===== src/rtl/npc_pkg.sv =====
package npc_pkg;

    localparam int DW = 32;

    localparam logic [1:0] W_ADDR  = 2'd0;
    localparam logic [1:0] W_CMD   = 2'd1;
    localparam logic [1:0] W_WDATA = 2'd2;
    localparam logic [1:0] W_RDATA = 2'd3;

    localparam int CLR_BIT = 9;

    localparam logic [3:0] C_IO_RD  = 4'b0010;
    localparam logic [3:0] C_IO_WR  = 4'b0011;
    localparam logic [3:0] C_MEM_RD = 4'b0110;
    localparam logic [3:0] C_MEM_WR = 4'b0111;
    localparam logic [3:0] C_CFG_RD = 4'b1010;
    localparam logic [3:0] C_CFG_WR = 4'b1011;

    typedef enum logic {ST_IDLE, ST_WAIT} npc_state_e;

    typedef struct packed {
        logic [DW-1:0] addr;
        logic [3:0]    cmd;
        logic [3:0]    be_n;
        logic [DW-1:0] wdata;
    } npc_txn_t;

    function automatic logic is_cfg(input logic [3:0] c);
        return c[3:1] == 3'b101;
    endfunction

    function automatic logic is_wr(input logic [3:0] c);
        return c[0];
    endfunction

endpackage


===== src/rtl/npc_engine.sv =====
module npc_engine
    import npc_pkg::*;
#(
    parameter int TIMEOUT = 16
) (
    input  logic clk,
    input  logic rst,
    input  logic launch,
    input  logic ack,
    output logic busy,
    output logic fin_ok,
    output logic fin_abort
);
    localparam int CW = (TIMEOUT > 1) ? $clog2(TIMEOUT) : 1;
    localparam logic [CW-1:0] LAST = CW'(TIMEOUT - 1);

    npc_state_e    state;
    logic [CW-1:0] cnt;

    assign busy      = (state == ST_WAIT);
    assign fin_ok    = busy && ack;
    assign fin_abort = busy && !ack && (cnt == LAST);

    always_ff @(posedge clk) begin
        if (rst) begin
            state <= ST_IDLE;
            cnt   <= '0;
        end else begin
            case (state)
                ST_IDLE: begin
                    cnt <= '0;
                    if (launch) state <= ST_WAIT;
                end
                default: begin
                    if (fin_ok || fin_abort) begin
                        state <= ST_IDLE;
                        cnt   <= '0;
                    end else begin
                        cnt <= cnt + 1'b1;
                    end
                end
            endcase
        end
    end

    p_launch_busy_r3: assert property (@(posedge clk) disable iff (rst)
        launch |=> busy);

    p_hold_req_r9: assert property (@(posedge clk) disable iff (rst)
        (busy && !ack && cnt != LAST) |=> busy);

    p_cnt_bound_r9: assert property (@(posedge clk) disable iff (rst)
        cnt <= LAST);

    p_ack_ends_r5: assert property (@(posedge clk) disable iff (rst)
        (busy && ack) |=> !busy);

endmodule


===== src/rtl/npc_regs.sv =====
module npc_regs
    import npc_pkg::*;
(
    input  logic          clk,
    input  logic          rst,
    input  logic          lb_we,
    input  logic [1:0]    lb_word,
    input  logic [DW-1:0] lb_wdata,
    output logic [DW-1:0] lb_rdata,
    input  logic          busy,
    input  logic          fin_ok,
    input  logic          fin_abort,
    input  logic [DW-1:0] pci_rdata,
    output logic          launch,
    output npc_txn_t      txn
);
    logic          wr_ok, cmd_wr, clr;
    logic [DW-1:0] rd_q;
    logic          abort_q;

    assign wr_ok  = lb_we && !busy;
    assign cmd_wr = wr_ok && (lb_word == W_CMD);
    assign launch = cmd_wr && !lb_wdata[CLR_BIT];
    assign clr    = cmd_wr && lb_wdata[CLR_BIT];

    always_ff @(posedge clk) begin
        if (rst) begin
            txn     <= '0;
            rd_q    <= '0;
            abort_q <= 1'b0;
        end else begin
            if (wr_ok && lb_word == W_ADDR)  txn.addr  <= lb_wdata;
            if (wr_ok && lb_word == W_WDATA) txn.wdata <= lb_wdata;
            if (launch) begin
                txn.cmd  <= lb_wdata[3:0];
                txn.be_n <= lb_wdata[7:4];
            end
            if (fin_abort) begin
                rd_q    <= '1;
                abort_q <= 1'b1;
            end else if (fin_ok && !is_wr(txn.cmd)) begin
                rd_q <= pci_rdata;
            end
            if (clr) abort_q <= 1'b0;
        end
    end

    always_comb begin
        case (lb_word)
            W_ADDR:  lb_rdata = txn.addr;
            W_CMD:   lb_rdata = {22'b0, abort_q, busy, txn.be_n, txn.cmd};
            W_WDATA: lb_rdata = txn.wdata;
            default: lb_rdata = rd_q;
        endcase
    end

    p_busy_ignore_r8: assert property (@(posedge clk) disable iff (rst)
        (busy && lb_we) |=> ($stable(txn.addr) && $stable(txn.wdata)
                             && $stable(txn.cmd) && $stable(txn.be_n)));

    p_abort_ones_r9: assert property (@(posedge clk) disable iff (rst)
        fin_abort |=> (rd_q == '1 && abort_q));

    p_write_keeps_rd_r6: assert property (@(posedge clk) disable iff (rst)
        (fin_ok && is_wr(txn.cmd)) |=> $stable(rd_q));

    p_clear_r10: assert property (@(posedge clk) disable iff (rst)
        clr |=> !abort_q);

endmodule


===== src/rtl/npc_devsel.sv =====
module npc_devsel #(
    parameter int AW     = 32,
    parameter int SEL_LO = 11
) (
    input  logic              en,
    input  logic [AW-1:0]     addr,
    output logic [AW-SEL_LO-1:0] sel
);
    localparam int SW = AW - SEL_LO;

    for (genvar i = 0; i < SW; i++) begin : g_sel
        assign sel[i] = en & addr[SEL_LO + i];
    end

endmodule


===== src/rtl/npc_access_unit.sv =====
module npc_access_unit
    import npc_pkg::*;
#(
    parameter int TIMEOUT = 16,
    parameter int SEL_LO  = 11
) (
    input  logic                 clk,
    input  logic                 rst,
    input  logic                 lb_we,
    input  logic [1:0]           lb_word,
    input  logic [31:0]          lb_wdata,
    output logic [31:0]          lb_rdata,
    output logic                 pci_req,
    output logic [3:0]           pci_cmd,
    output logic [3:0]           pci_be_n,
    output logic [31:0]          pci_addr,
    output logic [31:0]          pci_wdata,
    output logic                 pci_write,
    input  logic                 pci_ack,
    input  logic [31:0]          pci_rdata,
    output logic [DW-SEL_LO-1:0] pci_dev_sel
);
    logic     launch, busy, fin_ok, fin_abort, cfg;
    npc_txn_t txn;

    npc_regs u_regs (
        .clk       (clk),
        .rst       (rst),
        .lb_we     (lb_we),
        .lb_word   (lb_word),
        .lb_wdata  (lb_wdata),
        .lb_rdata  (lb_rdata),
        .busy      (busy),
        .fin_ok    (fin_ok),
        .fin_abort (fin_abort),
        .pci_rdata (pci_rdata),
        .launch    (launch),
        .txn       (txn)
    );

    npc_engine #(.TIMEOUT(TIMEOUT)) u_engine (
        .clk       (clk),
        .rst       (rst),
        .launch    (launch),
        .ack       (pci_ack),
        .busy      (busy),
        .fin_ok    (fin_ok),
        .fin_abort (fin_abort)
    );

    assign cfg       = is_cfg(txn.cmd);
    assign pci_req   = busy;
    assign pci_cmd   = txn.cmd;
    assign pci_be_n  = txn.be_n;
    assign pci_wdata = txn.wdata;
    assign pci_write = is_wr(txn.cmd);
    assign pci_addr  = cfg ? {txn.addr[DW-1:2], 2'b00} : txn.addr;

    npc_devsel #(.AW(DW), .SEL_LO(SEL_LO)) u_devsel (
        .en   (busy && cfg),
        .addr (txn.addr),
        .sel  (pci_dev_sel)
    );

    p_type0_r7: assert property (@(posedge clk) disable iff (rst)
        (pci_req && is_cfg(pci_cmd)) |-> (pci_addr[1:0] == 2'b00));

    p_sel_idle_r7: assert property (@(posedge clk) disable iff (rst)
        !pci_req |-> (pci_dev_sel == '0));

    p_req_stable_r8: assert property (@(posedge clk) disable iff (rst)
        (pci_req && !pci_ack) |=> ($stable(pci_addr) && $stable(pci_cmd)));

endmodule


===== config.mk =====
export PLATFORM = sky130hd
export DESIGN_NAME = npc_access_unit
export DESIGN_NICKNAME = d
export VERILOG_FILES = /design/src/rtl/npc_pkg.sv /design/src/rtl/npc_engine.sv /design/src/rtl/npc_regs.sv /design/src/rtl/npc_devsel.sv /design/src/rtl/npc_access_unit.sv
export SDC_FILE = /design/constraint.sdc
export NUM_CORES = 1
export LEC_CHECK = 0
export BUFFER_PORTS_ARGS = -buffer_cell sky130_fd_sc_hd__buf_2
export CORE_ASPECT_RATIO = 1.2
export CORE_UTILIZATION = 53
export CTS_CLUSTER_DIAMETER = 100
export CTS_CLUSTER_SIZE = 20
export DETAILED_ROUTE_END_ITERATION = 8
export GPL_TIMING_DRIVEN = 0
export PLACE_DENSITY = 0.94
export SLEW_MARGIN = 20
export SYNTH_ARGS = -nofsm -noshare
export SYNTH_HDL_FRONTEND = slang
export SYNTH_HIERARCHICAL = 1
export SYNTH_SLANG_ARGS = --single-unit

===== constraint.sdc =====
create_clock -name clk -period 2.3 [get_ports clk]
set_input_delay 0 -clock clk [delete_from_list [all_inputs] [get_ports clk]]
set_output_delay 0 -clock clk [all_outputs]
set_load 0.02 [all_outputs]

* Word-level counts from Yosys, hierarchy flattened
Cells that the tools add are included.
** Cells by class
- Equality and inequality tests :: 4
- Reductions and logical operators :: 20
- Bitwise logic cells :: 22
- Add/sub/neg operators :: 1
- Muxes and demuxes :: 7
** Operators by type and width (number)
- $pmux W32 S3 :: 1
- $mux W32 :: 2
- $and A1 B1 Y1 :: 21
- $logic_and A1 B1 Y1 :: 11
- $add A4 B1 Y4 const B :: 1
- $eq A4 B4 Y1 const B :: 1
- $logic_not A1 Y1 :: 4
- $eq A3 B3 Y1 const B :: 1
- $mux W1 :: 3
- $reduce_or A3 Y1 :: 1
- $eq A2 B1 Y1 const B :: 1
- $eq A2 B2 Y1 const B :: 1
- $logic_not A2 Y1 :: 1
- $mux W2 :: 1
- $reduce_bool A2 Y1 :: 1
- $reduce_or A2 Y1 :: 1
- $logic_or A1 B1 Y1 :: 1
- $not A1 Y1 :: 1
** Word-level totals
- Register bits after elaboration :: 110
- Word-level logic and storage cells :: 62
- Output and inout bits :: 127

* Logic depth before layout (Yosys ltp)
Gate-level depths: netlist of the first run.
- Depth after elaboration :: 6
- Depth in mapped cells :: 6
- Depth with buffers taken out :: 5

* Modules after synthesis
The synthesis of the first run kept the hierarchy.
** By module, submodules not included
- npc_regs :: cells each 533, instances 1, area an instance 4625.7 sq um
- npc_engine :: cells each 21, instances 1, area an instance 205.2 sq um
- npc_devsel :: cells each 23, instances 1, area an instance 172.7 sq um
- npc_access_unit :: cells each 6, instances 1, area an instance 50.0 sq um

* Worst setup path after synthesis of the first run
OpenSTA, ideal clock, no wires.
- Path kind :: reg2reg
- Start point :: register u_engine.state, in the netlist u_engine/busy
- End point :: register u_regs.rd_q[25]
- Path buffers :: 2
- Path slack :: 0.647 ns
- Arrival :: 1.578 ns
- Cell stages (with the launch flop) :: 7
- Required time :: 2.226 ns
- Clock period less this slack :: 1.653 ns
- Cell sequence :: dfxtp_1 -> and2_2 -> nor2b_1 -> clkbuf_1 -> clkbuf_1 -> nand2_1 -> a31oi_1
** Between the ends
- Word-level cells in the longest chain between the ends :: 3
** Ends and longest elaborated chain
- start, declared :: RTL line npc_engine.sv:17 : npc_state_e state;
- start signal, assigned :: RTL line npc_engine.sv:26 : state <= ST_IDLE;
- start signal, assigned :: RTL line npc_engine.sv:32 : if (launch) state <= ST_WAIT;
- start signal, assigned :: RTL line npc_engine.sv:36 : state <= ST_IDLE;
- $logic_and A1 B1 Y1 :: RTL line npc_engine.sv:21 : assign fin_ok = busy && ack;
- via fin_ok :: RTL line npc_access_unit.sv:23 : logic launch, busy, fin_ok, fin_abort, cfg;
- $logic_and A1 B1 Y1 :: RTL line npc_regs.sv:41 : end else if (fin_ok && !is_wr(txn.cmd)) begin
- $reduce_bool A2 Y1 (no source line)
- end signal, assigned :: RTL line npc_regs.sv:42 : rd_q <= pci_rdata;
- end, declared :: RTL line npc_regs.sv:18 : logic [DW-1:0] rd_q;
The timed path passes the listed nets, and every way through them passes these cells.
A chain may end at the register's enable or synchronous reset.

* Final worst setup path of the first run
- Start point :: register u_engine.state, in the netlist u_engine/busy
- End point :: register u_regs.rd_q[5]
The elaborated chain is that of the path after synthesis.

==> impl_summary.txt, run 1 <==
----------------------------------------------------
[Detailed routing]
  Post-route DRC violation count ... 0
  Post-Route M1 WL ... 6701 um
  Number of design-rule violations left by the first detailed-router iteration ... 577
  Number of detailed-routing iterations run before antenna repair ... 9
  Routed vias ... approximately 5.7k
  Met2 layer wire length in the routed design ... 9309 um
  Routed Wire Length ... 18770 um
  Antenna Violating Nets Remaining ... 0
  Vias per cell ... just under 6
  Routed length per placed instance ... 19.11 um
  Uppermost routed layer ... met4
  Met3 WL post-DR ... 1632 um

[Clocking]
  H-Tree Level Count ... 3
  Clock input transition at the sequential cells of the worst setup and hold paths ... about 110 ps
  Max Buffers Root-to-Sink ... 2
  Clock insertion delay at the later pin of the skew report ... 360 ps
  TritonCTS buffer count ... 9
  CTS tree ... built
  Clock Sink Count ... 110
  Clock root buffer ... sky130_fd_sc_hd__clkbuf_8
  Post-CTS setup buffer count ... 0

[Synthesis]
  Number of enable-type register cells in the synthesized netlist ... 0
  Syn Inst Count ... 583
  Most used DFF post-synth ... sky130_fd_sc_hd__dfxtp_1
  Proportion of netlist area held by the largest area contributor ... a little over two fifths
  Async set-or-reset flop fraction in the synthesized netlist ... 0%
  Avg Inst Size Synth ... 8.668 sq um
  Yosys synthesis warning count ... 6
  Post-synthesis instance area ... 0.005054 sq mm
  Flops & latches, synth ... 110
  Syn nets ... 654
  Most used standard cells in the synthesized netlist ... sky130_fd_sc_hd__nand2_1 (185), sky130_fd_sc_hd__dfxtp_1 (110), sky130_fd_sc_hd__a21oi_1 (54), sky130_fd_sc_hd__a31oi_1 (32), sky130_fd_sc_hd__clkbuf_1 (27)
  Sequential area share after synthesis ... a little over two fifths
  Largest area contributor in the synthesized netlist ... sky130_fd_sc_hd__dfxtp_1
  Most instantiated library cell after synthesis ... sky130_fd_sc_hd__nand2_1
  Library cells used by synthesis ... 34
  Top cells by area in the synthesized netlist ... sky130_fd_sc_hd__dfxtp_1 (44%), sky130_fd_sc_hd__nand2_1 (14%), sky130_fd_sc_hd__a21oi_1 (5.3%)

[Layout]
  Layout cell share with drive strength beyond 1 ... between 30% and 40%
  Final instance count without filler cells ... a little under 1k
  Area added between synthesis and finish ... 39.71%
  Net total in the final layout ... between 900 and 1k
  Util after Layout ... 77.34%

[GRT]
  Vias in the first global route ... 5452
  Overflow after GRT ... 0
  Wire length of the first global-routing pass ... roughly 28000 um
  GRT Total Usage ... between 30% and 40%
  Initial antenna violation count ... 1
  Largest net degree at the start of global routing ... 18

[Die]
  Starting density of the core ... 55.36%
  Total Die Area ... between 0.009 and 0.01 sq mm
  Placeable core region ... 0.009129 sq mm
  Die boundary height ... ~110 um
  Die boundary width ... 91.14 um
  Cell row count ... 38
  I/O pin cnt ... between 150 and 200

[Timing]
  Max-Slew Margin vs Limit ... 46.15%
  Sum of negative setup slack ... 0 ps
  Unrepaired setup endpoints after global routing ... false
  Final Cycle Share ... between 90% and 100%
  Fin. Hold Viols ... 0
  Setup violations, final ... 0
  Transition time at the pin with the least slew margin ... between 800 and 900 ps
  Tmin final ... ~2200 ps
  Clock Skew ... 18.81 ps
  Maximum frequency from static timing analysis ... 455.8 MHz
  Fin. max-slew vios ... 0

[Critical path]
  CP Capture Type ... flip-flop
  Kind of start point of the critical path ... flip-flop
  Critical path type ... flip-flop to flip-flop
  Arrival @ worst endpoint ... around 2500 ps
  Endpoint required time on the critical path ... ~2600 ps
  Crit Path Max Fanout ... 12

[Outcome]
  Run status ... finished clean

[Place]
  Final HPWL DP ... ~12000 um
  Total of buffers placed on input and output ports ... 196
  Placer Congestion ... 0.8507
  Dpl cells ... 899

[Power and ir drop]
  Proportion of power drawn by the clock network ... about a third
  NetSw ... about 0.001 W
  Pwr/cell area ... ~540 mW/mm^2
  Sequential fraction of design power ... around 52%
  Share of total power consumed by net switching ... 26.64%
  P_int ... 0.002804 W
  Logic pwr share ... 15.2%
  Leak Pwr ... 3.160 nW
  Total power after layout ... 0.003823 W
  Worst VDD drop ... 347.4 uV

[Min path]
  Worst Hold Class ... input port to flip-flop

[Flow run]
  Max capacitance violation total ... 0

----------------------------------------------------
## placed cells by master (no fill, tap or decap), types with 12 or more instances in the layout
cell                            netlist  final
sky130_fd_sc_hd__clkbuf_8             0     12
sky130_fd_sc_hd__and2_2              17     17
sky130_fd_sc_hd__clkbuf_1            27     25
sky130_fd_sc_hd__dfxtp_1            110    110
sky130_fd_sc_hd__a31oi_1             32     32
sky130_fd_sc_hd__nand2_1            185    185
sky130_fd_sc_hd__a22o_1              22     22
sky130_fd_sc_hd__buf_2                9    205
sky130_fd_sc_hd__mux2_2              22     22
sky130_fd_sc_hd__a21oi_1             54     54
sky130_fd_sc_hd__nand2b_1            19     19
sky130_fd_sc_hd__dlygate4sd3_1        0     65
## state kept, by name, summed over array words and instances, names as in the netlist
signal,flops
u_regs/abort_q,1
u_engine/cnt,4
u_regs/txn,72
u_regs/rd_q,32
u_engine/busy,1
## worst paths after layout
path / startpoint / endpoint / slack [ps] / depth (start not counted)
worst max-delay path: u_engine/busy / u_regs/rd_q[5] / 110 / 6
worst min-delay path: pci_ack / u_engine/cnt[2] / 30 / 3
worst max register to register: u_engine/busy / u_regs/rd_q[5] / 110 / 6
worst min register to register: u_engine/cnt[0] / u_engine/cnt[0] / 460 / 1
## kinds of logic (layout without fill, tap and decap cells)
kind of cell	Yosys count	count (layout)	share of synthesized area, %
AOI/OAI and AO/OA	119	119	15.00
xor gates and xnor gates	2	2	0.3467
adders and majority gates	1	1	0.2475
buffers and inverters	53	330	6.017
DFF	110	110	43.58
muxes	40	40	10.94
other	0	2	0
and+or+nand+nor	258	258	23.87
## critical path, cell delays in order (launching register included)
cell,delay [ps]
sky130_fd_sc_hd__dfxtp_1,650
sky130_fd_sc_hd__and2_2,250
sky130_fd_sc_hd__nor2b_1,120
sky130_fd_sc_hd__clkbuf_1,320
sky130_fd_sc_hd__clkbuf_2,320
sky130_fd_sc_hd__nand2_1,120
sky130_fd_sc_hd__a31oi_1,300
## per-layer routing
layer | global-route usage, % | vias up
met5 | 0 | -
met4 | 24.04 | 0
met3 | 5.718 | 108
met2 | 63.42 | 441
met1 | 42.50 | 2605
li1 | - | 2515
## through the flow
| stage | area [sq um] | hold slack (ps) | worst slack [ps] |
|---|---|---|---|
| 2_1_floorplan | 5054 | 95.61 | 647.2 |
| 3_3_place_gp | 6185 | 240.4 | 328.3 |
| 3_5_place_dp | 6185 | 249.6 | 270.8 |
| 4_1_cts | 7053 | 6.872 | 242.9 |
| 5_1_grt | 7058 | 28.16 | 39.30 |
| 6_report | 7061 | 30.48 | 105.8 |
## power by group through the flow
stage,clock (W),combinational (W),sequential (W)
floorplan,0,0.000227,0.00207
global placement,0,0.000461,0.00203
detailed placement,0,0.000471,0.00203
CTS,0.00125,0.000558,0.00199
global route,0.00133,0.000609,0.00200
finish,0.00125,0.000580,0.00199
## timing repair
item,CTS,global route
gates resized for setup,0,4
hold endpoints to repair,106,0
endpoints found under the setup margin,0,3
hold buffers,65,0
## final cells by class
type	count	area [sq um]
clock inverter	4	52.55
antenna	2	5.005
tap	120	150.1
multi-input combinational	420	2547
sequential	110	2202
buffer	51	299.0
fill	605	2068
inverter	2	7.507
timing repair buffer	261	1632
clock buffer	12	165.2
Power figures use the tool's default switching activity.
==> inputs of run 2 (changes only) <==
--- a/config.mk
+++ b/config.mk
@@ -13,6 +13,7 @@
 export DETAILED_ROUTE_END_ITERATION = 8
 export GPL_TIMING_DRIVEN = 0
 export PLACE_DENSITY = 0.94
+export REMOVE_ABC_BUFFERS = 1
 export SLEW_MARGIN = 20
 export SYNTH_ARGS = -nofsm -noshare
 export SYNTH_HDL_FRONTEND = slang
==> run 2 against run 1 <==
Compared with the run above:
- via count decreased by 2.2%
- flip-flop and latch count unchanged
- sequential power hardly changed
- critical path depth is 1 lower
- design area shrank 2.0%
- sequential share of layout area rose by 0.63 points
- first-iteration DRC count down 16%
- global-route usage shrank 3.4 points
- critical path type unchanged
- largest power group unchanged
==> impl_summary.txt, run 2 (synthesized netlist as in run 1, its figures left out) <==
----------------------------------------------------
[Critical path]
  Biggest cell delay along the critical path ... 600 ps
  Endpoint required time on the critical path ... 2570 ps
  First element of the critical path ... u_engine/cnt[0]
  CP Capture Type ... flip-flop
  Critical path type ... flip-flop to flip-flop
  Depth of the most critical reg-to-reg path ... 5
  FF-to-FF Start ... u_engine/cnt[0]
  Terminus of the critical flop-to-flop path ... u_regs/rd_q[26]
  Chain of cells forming the critical path ... ha_1, nand3_1, nor3b_1, inv_1, a31oi_1
  Slowest library cell on the worst path ... sky130_fd_sc_hd__inv_1
  Kind of start point of the critical path ... flip-flop
  Arrival @ worst endpoint ... about 2400 ps
  Crit Path Max Fanout ... 32
  Worst reg2reg setup slack ... 200 ps

[Clocking]
  Clock root buffer ... sky130_fd_sc_hd__clkbuf_8
  H-Tree Level Count ... 3
  Clock insertion delay at the later pin of the skew report ... 350 ps
  Post-CTS setup buffer count ... 0
  Max Buffers Root-to-Sink ... 2
  Clock input transition at the sequential cells of the worst setup and hold paths ... 100 ps
  Clock Sink Count ... 110
  CTS tree ... built
  TritonCTS buffer count ... 9

[Layout]
  Register with the highest flop count ... u_regs/txn
  Largest registers ... u_regs/txn (72), u_regs/rd_q (32), u_engine/cnt (4)
  Net total in the final layout ... 885
  Area added between synthesis and finish ... 36.96%
  Layout cell share with drive strength beyond 1 ... 36.89%
  Number of filler instances in the final layout ... 581
  Final non-filler cell area ... 0.006922 sq mm
  Commonest non-fill, non-tap cell in the layout ... sky130_fd_sc_hd__buf_2
  Commonest cells after routing, fill and taps aside ... sky130_fd_sc_hd__buf_2 (195), sky130_fd_sc_hd__nand2_1 (185), sky130_fd_sc_hd__dfxtp_1 (110)
  Antenna fix cells ... 0
  Util after Layout ... 75.82%
  Number of flip-flops under the largest register name ... between 70 and 80

[Timing]
  Max-Slew Margin vs Limit ... 23.88%
  Tmin final ... roughly 2100 ps
  Fin. max-slew vios ... 0
  Fin. Hold Viols ... 0
  Maximum frequency from static timing analysis ... between 400 and 500 MHz
  Sum of negative setup slack ... 0 ps
  Clock Skew ... 10.83 ps
  Unrepaired setup endpoints after global routing ... false
  Final Cycle Share ... 91.13%
  Transition time at the pin with the least slew margin ... 1141 ps
  Setup violations, final ... 0

[Outcome]
  Run status ... finished clean

[Die]
  Total Die Area ... 0.009931 sq mm
  Die boundary height ... ~110 um
  Cell row count ... 38
  Placeable core region ... around 0.0091 sq mm
  I/O pin cnt ... about 200
  Die boundary width ... 91.14 um
  Starting density of the core ... 55.36%

[GRT]
  Overflow after GRT ... 0
  GRT Total Usage ... 33.29%
  Largest net degree at the start of global routing ... 64
  Wire length of the first global-routing pass ... 25810 um
  Vias in the first global route ... 5427
  Initial antenna violation count ... 0

[Min path]
  Worst min-delay path endpoint ... u_regs/abort_q
  Hold Crit Depth ... 4
  Hold_sp ... lb_we
  Worst Hold Class ... input port to flip-flop

[Power and ir drop]
  Worst VDD drop ... 335.4 uV
  Leak Pwr ... between 3 and 4 nW
  Total power after layout ... 0.003612 W
  Pwr/cell area ... about 520 mW/mm^2

[Flow run]
  Max capacitance violation total ... 0

[Place]
  Placer Congestion ... ~0.76
  Final HPWL DP ... 10360 um
  Total of buffers placed on input and output ports ... 196
  Placed cell areas ... 0.006105 sq mm

[Detailed routing]
  Routed Wire Length ... 17360 um
  Number of design-rule violations left by the first detailed-router iteration ... around 500
  Routed vias ... 5546
  Post-route DRC violation count ... 0
  Routed length per placed instance ... 18.54 um
  Vias per cell ... between 5 and 6
  Number of detailed-routing iterations run before antenna repair ... 7
  Antenna Violating Nets Remaining ... 0

----------------------------------------------------
## run 2: changes by cell type in the layout (fill, tap and decap cells not counted), sizes merged
cell,delta
inv,-1
diode,-2
clkbuf,-28
buf,-14
bufinv,-1
## run 2: stage by stage
| stage | hold slack [ps] | std cells | worst slack [ps] |
|---|---|---|---|
| after floorplan | 62.44 | 532 | -867.0 |
| after global placement | 238.1 | 848 | -3120 |
| after detailed placement | 261.1 | 858 | 174.9 |
| after CTS | 83.06 | 936 | 11.50 |
| after global routing | 94.04 | 936 | 92.30 |
| final | 114.1 | 936 | 204.0 |
## run 2: what timing repair did
item / in CTS / in global routing
endpoints found under the hold margin: 108 / 0
endpoints found under the setup margin: 0 / 21
resized for setup: 0 / 1
hold buffers: 65 / 0
## run 2: metal layers
| layer | up-vias | share of wire, % | track usage (%) |
|---|---|---|---|
| li1 | 2430 | - | - |
| met1 | 2584 | 34 | 35.23 |
| met2 | 428 | 52 | 60.50 |
| met3 | 104 | 8.9 | 5.300 |
| met4 | 0 | 5.0 | 24.04 |
| met5 | - | 0 | 0 |
## run 2: worst max-delay path by stage
stage                     slack (ps)         endpoint  cells after the start
after global routing              90  u_regs/rd_q[18]                      5
after floorplan                 -870    u_regs/txn[0]                      3
after detailed placement         170   u_regs/txn[52]                      5
final                            200  u_regs/rd_q[26]                      5
after global placement         -3120   u_regs/txn[20]                      4
after CTS                         10  pci_dev_sel[17]                      4
## run 2: cell type report
type,instances,area [sq um],share of cell area [%]
clock inverter,2,10.01,0.1446
sequential,110,2202,31.81
inverter,2,7.507,0.1085
timing repair buffer,271,1808,26.12
tap,120,150.1,2.169
clock buffer,11,151.4,2.187
multi-input combinational,420,2592,37.45
## run 2: where the power goes
group / switching, W / internal [W]
sequential: 0.0000411 / 0.00195
combinational: 0.000311 / 0.000255
clock: 0.000622 / 0.000434
total: 0.000974 / 0.00264
## run 2: critical path: cells and delay by family, from the launching register on
kind                     cells  cell delay [ps]
flip-flops                   1              370
buffers and inverters        1              600
adder cells (fa/ha/maj)      1              200
AO/OA/AOI/OAI                1              370
AND/OR/NAND/NOR              2              480
==> inputs of run 3 (changes only) <==
--- a/config.mk
+++ b/config.mk
@@ -7,12 +7,12 @@
 export LEC_CHECK = 0
 export BUFFER_PORTS_ARGS = -buffer_cell sky130_fd_sc_hd__buf_2
 export CORE_ASPECT_RATIO = 1.2
-export CORE_UTILIZATION = 53
+export CORE_UTILIZATION = 30
 export CTS_CLUSTER_DIAMETER = 100
 export CTS_CLUSTER_SIZE = 20
 export DETAILED_ROUTE_END_ITERATION = 8
 export GPL_TIMING_DRIVEN = 0
-export PLACE_DENSITY = 0.94
+export PLACE_DENSITY = 0.62
 export REMOVE_ABC_BUFFERS = 1
 export SLEW_MARGIN = 20
 export SYNTH_ARGS = -nofsm -noshare
==> run 3 against run 2 <==
Compared with the run above:
- via count shrank 10%
- routed wire length shrank 4.3%
- critical path type unchanged
- die area grew 75%
- core utilization shrank 32 points
- clock skew shrank 6.4 ps
- worst setup slack gained 32 ps
- combinational power shrank 1%
- register-to-register slack gained 30 ps
- non-clock buffer count grew 2
==> impl_summary.txt, run 3 (synthesized netlist as in run 1, its figures left out) <==
----------------------------------------------------
[Layout]
  Net total in the final layout ... 887
  Largest registers ... u_regs/txn (72), u_regs/rd_q (32), u_engine/cnt (4)
  Antenna fix cells ... 0
  Commonest non-fill, non-tap cell in the layout ... sky130_fd_sc_hd__buf_2
  Area added between synthesis and finish ... 42.68%
  Register with the highest flop count ... u_regs/txn
  Commonest cells after routing, fill and taps aside ... sky130_fd_sc_hd__buf_2 (195), sky130_fd_sc_hd__nand2_1 (185), sky130_fd_sc_hd__dfxtp_1 (110)
  Layout cell share with drive strength beyond 1 ... 37.52%
  Number of flip-flops under the largest register name ... 72

[Detailed routing]
  Routed Wire Length ... 16610 um
  Post-route DRC violation count ... 0
  Number of design-rule violations left by the first detailed-router iteration ... approximately 270
  Routed length per placed instance ... 16.08 um
  Number of detailed-routing iterations run before antenna repair ... 5
  Routed vias ... 4970
  Vias per cell ... ~4.8
  Antenna Violating Nets Remaining ... 0

[Die]
  Total Die Area ... between 0.015 and 0.02 sq mm
  Placeable core region ... 0.01634 sq mm
  Starting density of the core ... 30.94%
  I/O pin cnt ... 197
  Die boundary height ... 144.2 um
  Die boundary width ... 120.5 um
  Cell row count ... 51

[Critical path]
  Arrival @ worst endpoint ... 2280 ps
  Worst reg2reg setup slack ... ~240 ps
  First element of the critical path ... u_engine/busy
  CP Capture Type ... flip-flop
  FF-to-FF Start ... u_engine/busy
  Biggest cell delay along the critical path ... just over 1000 ps
  Endpoint required time on the critical path ... 2520 ps
  Chain of cells forming the critical path ... or4b_2, buf_16, nand2_1, a21oi_1
  Terminus of the critical flop-to-flop path ... u_regs/txn[61]
  Crit Path Max Fanout ... 18
  Depth of the most critical reg-to-reg path ... 4
  Slowest library cell on the worst path ... sky130_fd_sc_hd__or4b_2
  Kind of start point of the critical path ... flip-flop
  Critical path type ... flip-flop to flip-flop

[Min path]
  Worst min-delay path endpoint ... u_engine/cnt[3]
  Hold_sp ... pci_ack
  Worst Hold Class ... input port to flip-flop
  Hold Crit Depth ... 4

[Clocking]
  Count of hold-fix buffers inserted at cts ... 64
  Clock root buffer ... sky130_fd_sc_hd__clkbuf_16
  Clock input transition at the sequential cells of the worst setup and hold paths ... 70 ps
  H-Tree Level Count ... 3
  Cts repair resizes ... 0
  CTS tree ... built
  Post-CTS setup buffer count ... 0
  Clock insertion delay at the later pin of the skew report ... 350 ps
  Clock Sink Count ... 110
  Max Buffers Root-to-Sink ... 2
  TritonCTS buffer count ... 9

[Timing]
  Tmin final ... 2064 ps
  Fin. Hold Viols ... 0
  Maximum frequency from static timing analysis ... 484.5 MHz
  Max-Slew Margin vs Limit ... 27.87%
  Setup violations, final ... 0
  Post-Route Hold Slack ... 31.38 ps
  Clock Skew ... ~4.4 ps
  Final Cycle Share ... 89.73%
  Transition time at the pin with the least slew margin ... 1082 ps
  Fin. max-slew vios ... 0
  Unrepaired setup endpoints after global routing ... false

[Power and ir drop]
  Total power after layout ... between 0.004 and 0.005 W
  Leak Pwr ... 3.144 nW
  Pwr/cell area ... 570.0 mW/mm^2
  Worst VDD drop ... 307.8 uV

[GRT]
  Vias in the first global route ... around 4.8k
  Initial antenna violation count ... 0
  GRT Total Usage ... 18.97%
  Wire length of the first global-routing pass ... 25270 um
  Overflow after GRT ... 0
  Largest net degree at the start of global routing ... 61

[Flow run]
  Max capacitance violation total ... 0

[Outcome]
  Run status ... finished clean

[Place]
  Total of buffers placed on input and output ports ... just under 200
  Final HPWL DP ... 10940 um
  Placer Congestion ... 0.7275

----------------------------------------------------
==> run 3: cell types whose count changed in the layout (fill, tap and decap cells not counted) <==
cell / change
sky130_fd_sc_hd__clkbuf_16: +9
sky130_fd_sc_hd__clkbuf_8: -8
sky130_fd_sc_hd__clkinvlp_4: +2
sky130_fd_sc_hd__buf_12: +1
sky130_fd_sc_hd__buf_4: +1
sky130_fd_sc_hd__buf_6: +1
sky130_fd_sc_hd__clkinv_2: -1
sky130_fd_sc_hd__dlygate4sd3_1: -1
sky130_fd_sc_hd__inv_1: -1
sky130_fd_sc_hd__inv_2: +1
sky130_fd_sc_hd__inv_6: +1
sky130_fd_sc_hd__nand4bb_2: -1
sky130_fd_sc_hd__nand4bb_4: +1
==> run 3: cell type report <==
class | instances | area (sq um)
Sequential cell | 110 | 2202
Tap cell | 212 | 265.3
Clock inverter | 4 | 28.78
Inverter | 2 | 7.507
Fill cell | 1662 | 9125
Multi-Input combinational cell | 420 | 2604
Timing Repair Buffer | 273 | 1837
Clock buffer | 12 | 266.5
==> run 3: per-layer routing <==
metal / GRT usage, % / up-vias / share of wire, %
met1: 23.41 / 2344 / 45
met3: 2.800 / 21 / 4.5
met2: 33.00 / 168 / 49
met5: 0 / - / 0
met4: 7.797 / 0 / 1.8
li1: - / 2437 / -
==> run 3: worst max path at each step <==
stage | endpoint | slack (ps) | cells past startpoint
4_1_cts | pci_dev_sel[8] | 230 | 5
5_1_grt | pci_dev_sel[8] | 90 | 5
3_5_place_dp | u_regs/txn[62] | 100 | 5
6_report | u_regs/txn[61] | 240 | 4
2_1_floorplan | u_regs/txn[0] | -870 | 3
3_3_place_gp | u_regs/txn[9] | -4090 | 4
==> run 3: metrics by stage <==
stage | setup TNS (ps) | instance area (sq um) | setup slack, ps | utilization, % | std cells
final | 0 | 7211 | 236.2 | 44.14 | 1033
after global routing | 0 | 7211 | 93.77 | 44.14 | 1033
after floorplan | -27740 | 4757 | -867.0 | - | 532
after global placement | -192590 | 6003 | -4094 | 36.75 | 940
after detailed placement | 0 | 6275 | 98.17 | 38.41 | 953
after CTS | 0 | 7211 | 233.3 | 44.14 | 1033
==> run 3: report_power, final <==
group / internal (W) / total (W) / leakage, nW / switching, W
logic: 0.000255 / 0.000560 / 2.11 / 0.000305
registers: 0.00195 / 0.00199 / 0.891 / 0.0000367
clock network: 0.000828 / 0.00156 / 0.141 / 0.000737
==> run 3: critical path, delay by kind of cell (launching register included) <==
kind | cells | cell delay [ps]
simple gates | 2 | 1100
flops | 1 | 460
buf+inv | 1 | 290
compound gates | 1 | 60
